**config.mk**
```make
export PLATFORM = sky130hd
export DESIGN_NAME = tick_timer
export DESIGN_NICKNAME = d
export VERILOG_FILES = /design/src/rtl/tick_timer_pkg.sv /design/src/rtl/tt_mode_reg.sv /design/src/rtl/tt_ctrl.sv /design/src/rtl/tt_counter.sv /design/src/rtl/tick_timer.sv
export SDC_FILE = /design/constraint.sdc
export NUM_CORES = 1
export LEC_CHECK = 0
export BUFFER_PORTS_ARGS = -buffer_cell sky130_fd_sc_hd__buf_2
export CAP_MARGIN = 40
export CORE_UTILIZATION = 60
export CTS_CLUSTER_DIAMETER = 80
export DETAILED_ROUTE_END_ITERATION = 8
export PLACE_DENSITY = 0.81
export RECOVER_POWER = 50
export SLEW_MARGIN = 30
export SYNTH_ARGS = -nofsm -noshare
export SYNTH_HDL_FRONTEND = slang
export SYNTH_SLANG_ARGS = --single-unit
```
**constraint.sdc**
```tcl
create_clock -name clk_i -period 3.5 [get_ports clk_i]
set_input_delay 0.35 -clock clk_i [delete_from_list [all_inputs] [get_ports clk_i]]
set_output_delay 0.35 -clock clk_i [all_outputs]
set_load 0.02 [all_outputs]
```
**src/rtl/tick_timer_pkg.sv**
```systemverilog
package tick_timer_pkg;
  typedef enum logic [1:0] {
    MODE_OFF     = 2'b00,
    MODE_RESTART = 2'b01,
    MODE_ONESHOT = 2'b10,
    MODE_CONT    = 2'b11
  } tt_mode_e;
endpackage

```
**src/rtl/tt_mode_reg.sv**
```systemverilog
module tt_mode_reg
  import tick_timer_pkg::*;
#(
  parameter int DATA_W   = 32,
  parameter int PERIOD_W = 28
) (
  input  logic                clk_i,
  input  logic                rst_ni,
  input  logic                we_i,
  input  logic [DATA_W-1:0]   wdata_i,
  input  logic                match_i,
  output logic [PERIOD_W-1:0] period_o,
  output logic                pend_o,
  output logic                ie_o,
  output tt_mode_e            mode_o
);
  localparam int PEND_BIT = PERIOD_W;
  localparam int IE_BIT   = PERIOD_W + 1;
  localparam int MODE_LSB = PERIOD_W + 2;

  always_ff @(posedge clk_i or negedge rst_ni) begin
    if (!rst_ni) begin
      period_o <= '0;
      ie_o     <= 1'b0;
      mode_o   <= MODE_OFF;
    end else if (we_i) begin
      period_o <= wdata_i[PERIOD_W-1:0];
      ie_o     <= wdata_i[IE_BIT];
      mode_o   <= tt_mode_e'(wdata_i[MODE_LSB +: 2]);
    end
  end

  // a match set wins over a clearing write in the same cycle
  always_ff @(posedge clk_i or negedge rst_ni) begin
    if (!rst_ni) pend_o <= 1'b0;
    else         pend_o <= (we_i ? wdata_i[PEND_BIT] : pend_o) | (match_i & ie_o);
  end


  pend_sticky_chk: assert property (@(posedge clk_i) disable iff (!rst_ni)
    pend_o && !we_i |=> pend_o);

  pend_set_chk: assert property (@(posedge clk_i) disable iff (!rst_ni)
    match_i && ie_o |=> pend_o);
endmodule

```
**src/rtl/tt_ctrl.sv**
```systemverilog
module tt_ctrl
  import tick_timer_pkg::*;
#(
  parameter int PERIOD_W = 28
) (
  input  logic                clk_i,
  input  logic                rst_ni,
  input  logic                tick_i,
  input  tt_mode_e            mode_i,
  input  logic [PERIOD_W-1:0] period_i,
  input  logic [PERIOD_W-1:0] cnt_low_i,
  input  logic                mode_we_i,
  output logic                match_o,
  output logic                clear_o,
  output logic                inc_o
);
  logic stopped_q;
  logic run;
  logic halt;

  assign run     = (mode_i != MODE_OFF) && !stopped_q;
  assign match_o = tick_i && run && (cnt_low_i == period_i);
  assign clear_o = match_o && (mode_i == MODE_RESTART);
  assign halt    = match_o && (mode_i inside {MODE_RESTART, MODE_ONESHOT});
  assign inc_o   = tick_i && run && !halt;

  always_ff @(posedge clk_i or negedge rst_ni) begin
    if (!rst_ni)                                 stopped_q <= 1'b0;
    else if (mode_we_i)                          stopped_q <= 1'b0;
    else if (match_o && mode_i == MODE_ONESHOT)  stopped_q <= 1'b1;
  end


  stop_hold_chk: assert property (@(posedge clk_i) disable iff (!rst_ni)
    stopped_q |-> !inc_o && !match_o);

  off_idle_chk: assert property (@(posedge clk_i) disable iff (!rst_ni)
    mode_i == MODE_OFF |-> !inc_o && !match_o);
endmodule

```
**src/rtl/tt_counter.sv**
```systemverilog
module tt_counter #(
  parameter int DATA_W = 32
) (
  input  logic              clk_i,
  input  logic              rst_ni,
  input  logic              load_i,
  input  logic [DATA_W-1:0] load_val_i,
  input  logic              clear_i,
  input  logic              inc_i,
  output logic [DATA_W-1:0] cnt_o
);
  always_ff @(posedge clk_i or negedge rst_ni) begin
    if (!rst_ni)      cnt_o <= '0;
    else if (load_i)  cnt_o <= load_val_i;
    else if (clear_i) cnt_o <= '0;
    else if (inc_i)   cnt_o <= cnt_o + 1'b1;
  end


  cnt_load_chk: assert property (@(posedge clk_i) disable iff (!rst_ni)
    load_i |=> cnt_o == $past(load_val_i));

  restart_zero_chk: assert property (@(posedge clk_i) disable iff (!rst_ni)
    clear_i && !load_i |=> cnt_o == '0);
endmodule

```
**src/rtl/tick_timer.sv**
```systemverilog
module tick_timer
  import tick_timer_pkg::*;
#(
  parameter int DATA_W   = 32,
  parameter int PERIOD_W = 28
) (
  input  logic              clk_i,
  input  logic              rst_ni,
  input  logic              sel_i,
  input  logic              we_i,
  input  logic [DATA_W-1:0] wdata_i,
  output logic [DATA_W-1:0] rdata_o,
  input  logic              tick_i,
  output logic              irq_o
);
  logic [PERIOD_W-1:0] period;
  logic                pend, ie;
  tt_mode_e            mode;
  logic [DATA_W-1:0]   cnt;
  logic                match, clear, inc;
  logic                mode_we, cnt_we;

  assign mode_we = we_i && !sel_i;
  assign cnt_we  = we_i && sel_i;

  tt_mode_reg #(.DATA_W(DATA_W), .PERIOD_W(PERIOD_W)) u_mode (
    .clk_i, .rst_ni, .we_i(mode_we), .wdata_i, .match_i(match),
    .period_o(period), .pend_o(pend), .ie_o(ie), .mode_o(mode)
  );

  tt_ctrl #(.PERIOD_W(PERIOD_W)) u_ctrl (
    .clk_i, .rst_ni, .tick_i, .mode_i(mode), .period_i(period),
    .cnt_low_i(cnt[PERIOD_W-1:0]), .mode_we_i(mode_we),
    .match_o(match), .clear_o(clear), .inc_o(inc)
  );

  tt_counter #(.DATA_W(DATA_W)) u_cnt (
    .clk_i, .rst_ni, .load_i(cnt_we), .load_val_i(wdata_i),
    .clear_i(clear), .inc_i(inc), .cnt_o(cnt)
  );

  assign rdata_o = sel_i ? cnt : {mode, ie, pend, period};
  assign irq_o   = pend && ie;


  irq_gate_chk: assert property (@(posedge clk_i) disable iff (!rst_ni)
    irq_o |-> ie);

  disabled_hold_chk: assert property (@(posedge clk_i) disable iff (!rst_ni)
    mode == MODE_OFF && !cnt_we |=> $stable(cnt));
endmodule

```
==> run_results.csv <==
group,metric,value,unit
floorplanning,rows,30,
sta,finalHoldViolCount,0,
grt,track_usage,30.3,%
synth,syn_inst,417,
critical_path,r2r_slack,670,ps
sta,min_period_over_period,82.5,%
critical_path,reg2reg_depth,8,
critical_path,path_class,"input pin to output port",
synth,synth_common_cells,"dfrtp_1 (65), mux2_2 (59), nor2_1 (33)",
clock_tree,clkTransAtPathRegs,70,ps
synth,async_flop_share,100,%
clock_tree,clock_latency,350,ps
critical_path,arrival,2540,ps
sta,max_freq,347,MHz
sta,grt_setup_unrepaired,"false",
synth,seq_area_frac_synth,38.8,%
hold_path,hp-class,"input pin to flop",
drt,wl_met2,5210,um
clock_tree,clk_path_buf_depth,2,
critical_path,r2r_start,"u_cnt.cnt_o[20]",
outcome,violations,"max-capacitance violations, max-slew violations",
drt,wl_per_cell,18.7,um
placed_design,hpwlAfterDp,7500,um
critical_path,cp-endpoint,"rdata_o[13]",
synth,yosys_warnings,0,
placed_design,numPortBuffers,69,
critical_path,startpoint,"sel_i",
floorplanning,die_area,0.00733,sq mm
floorplanning,initial_core_util,62.1,%
job,maxCapViolCount,1,
sta,hold_ws,238,ps
clock_tree,cts_post_setup_buffers_inserted,0,
critical_path,path_common_cell,"clkbuf_1",
synth,yosys_most_used_dff,"dfrtp_1",
pwr,ir_drop,0.249,mV
sta,min_period,2890,ps
pwr,power_leakage,2.18,nW
sta,fin_skew,10.3,ps
clock_tree,cts_tree,"yes",
grt,antenna_found_initial,0,
sta,final-setup-viol-count,0,
floorplanning,die_y,85.6,um
clock_tree,cts_resized,0,
finish,area_growth,13.1,%
grt,grt_remaining_overflow,0,
sta,timing.setup.tns,0,ps
pwr,p_total,0.00226,W
drt,drtAntennaViolNets,0,
finish,layout-drive-gt1-share,32.0,%
synth,syn_nets,458,
hold_path,holdPathStages,3,
critical_path,worstPathRequired,3150,ps
sta,slew_violations,38,
outcome,outcome,"complete, but fails checks",
synth,synth_top_area_share,38.8,%
synth,synth_edf_count,0,
drt,top_layer,"met4",
drt,drt_pre_antenna_iters,5,
sta,worst_pin_slew,1610,ps
drt,drt-total-wl,10500,um
synth,netlist_area,0.00420,sq mm
critical_path,critPathCaptureType,"output port",
pwr,cellPowerDensity,477,mW/mm^2
synth,syn-mean-instance-area,10.1,sq um
clock_tree,clock-root-buffer,"clkbuf_8",
floorplanning,core_area,0.00676,sq mm
sta,relSlewSlack,-7.08,%
grt,grt_max_degree,44,
floorplanning,io_pins,70,
drt,viasPerCell,6.38,
finish,n_antenna_cell,0,
placed_design,gp_congestion,0.863,
synth,synth.most_common_cell,"dfrtp_1",
critical_path,path_max_fanout,37,
floorplanning,dieWidth,85.6,um
finish,final_nets,520,
drt,wl_met3,628,um
critical_path,path_cells,"clkbuf_1 > clkbuf_1 > mux2_2 > buf_2",
synth,synth_seq_cells,65,
synth,synth_top_cell_by_area,"dfrtp_1",
critical_path,start_kind,"input pin",
drt,met1Wirelength,4520,um
drt,via_count,3585,
grt,grt_pass1_wl,17200,um
critical_path,worst_r2r_endpoint,"u_cnt.cnt_o[2]",
drt,drtIter0Drc,293,
clock_tree,clock-sinks,65,
drt,drc_errors,0,
synth,yosys-top-cells-area,"dfrtp_1 (39%), mux2_2 (16%), and3_1 (4.5%)",
clock_tree,htreeDepth,3,
synth,synthDistinctLibCells,44,
critical_path,slowest_delay,1210,ps
critical_path,critPathSlowestCell,"clkbuf_1",
grt,grt_pass1_vias,3450,
clock_tree,cts_made_buffers,9,
[cell families (layout without fill, tap and decap cells)]
family                     after synthesis  after routing  share of synthesized area, %
AOI/OAI and AO/OA                       98             98                          18.5
xor gates and xnor gates                28             28                          5.84
adders and majority gates                4              4                          1.19
buffers and inverters                   35            100                          3.97
DFF                                     65             65                          38.8
muxes                                   60             60                          16.1
and+or+nand+nor                        127            127                          15.7
[repair_timing]
action	in CTS	in global routing
endpoints found under the setup margin	0	0
hold endpoints to repair	20	0
hold buffers	1	0
[worst min-delay path by stage]
stage                      from                  end
floorplan                rst_ni       u_cnt.cnt_o[0]
CTS                 wdata_i[30]     u_mode.mode_o[0]
global placement         rst_ni  u_mode.period_o[23]
global route        wdata_i[15]  u_mode.period_o[15]
finish              wdata_i[31]     u_mode.mode_o[1]
detailed placement       rst_ni  u_mode.period_o[23]
[through the flow]
step / cell area [sq um] / util, % / instances / setup slack, ps
final: 4750 / 70.2 / 562 / 614
after global routing: 4750 / 70.2 / 562 / 402
after CTS: 4750 / 70.4 / 560 / 690
after detailed placement: 4560 / 67.5 / 545 / 704
after global placement: 4560 / 67.5 / 545 / 738
after floorplan: 4200 / - / 417 / 1160
[layout make-up]
cell class | count | area, sq um
flip-flops and latches | 65 | 1630
inverters | 6 | 22.5
clock buffers | 11 | 141
repair buffers | 80 | 409
clock inverters | 3 | 42.5
well taps | 80 | 100
fillers | 530 | 2010
multi-input cells | 317 | 2400
[flip-flops by register name, indices dropped and copies added (netlist names)]
signal,count
u_mode.ie_o,1
u_mode.pend_o,1
u_ctrl.stopped_q,1
u_mode.period_o,28
u_mode.mode_o,2
u_cnt.cnt_o,32
[layout by cell type, fill, tap and decap left out, drive strengths merged, types with 5 or more instances in the layout]
cell type / synthesis / routed
a21oi: 29 / 29
nor2: 34 / 34
nand2: 31 / 31
o22a: 21 / 21
and2: 7 / 7
xor2: 10 / 10
and3: 30 / 30
nand4: 6 / 6
clkbuf: 11 / 23
dfrtp: 65 / 65
xnor2: 18 / 18
a41oi: 5 / 5
inv: 6 / 6
a31o: 7 / 7
mux2: 59 / 59
nand3: 7 / 7
nor4: 5 / 5
a31oi: 16 / 16
buf: 18 / 67
o2bb2a: 9 / 9
[routing by layer]
metal  vias to the layer above  GRT usage [%]
li1                       1655              -
met1                      1750           40.3
met2                       163           51.3
met3                        17           5.20
met4                         0           8.18
met5                         -              0
[worst max-delay path: cells and delay by family]
| family | cells | cell delay, ps |
|---|---|---|
| mux | 1 | 440 |
| buf+inv | 3 | 1720 |
[power by group]
part | leakage [nW] | switching, W | total [W] | internal (W)
clock network | 0.0913 | 0.000286 | 0.000626 | 0.000340
registers | 0.809 | 0.000143 | 0.00100 | 0.000859
logic | 1.28 | 0.000347 | 0.000637 | 0.000290
total | 2.18 | 0.000776 | 0.00226 | 0.00149
Power figures use the tool's default switching activity.
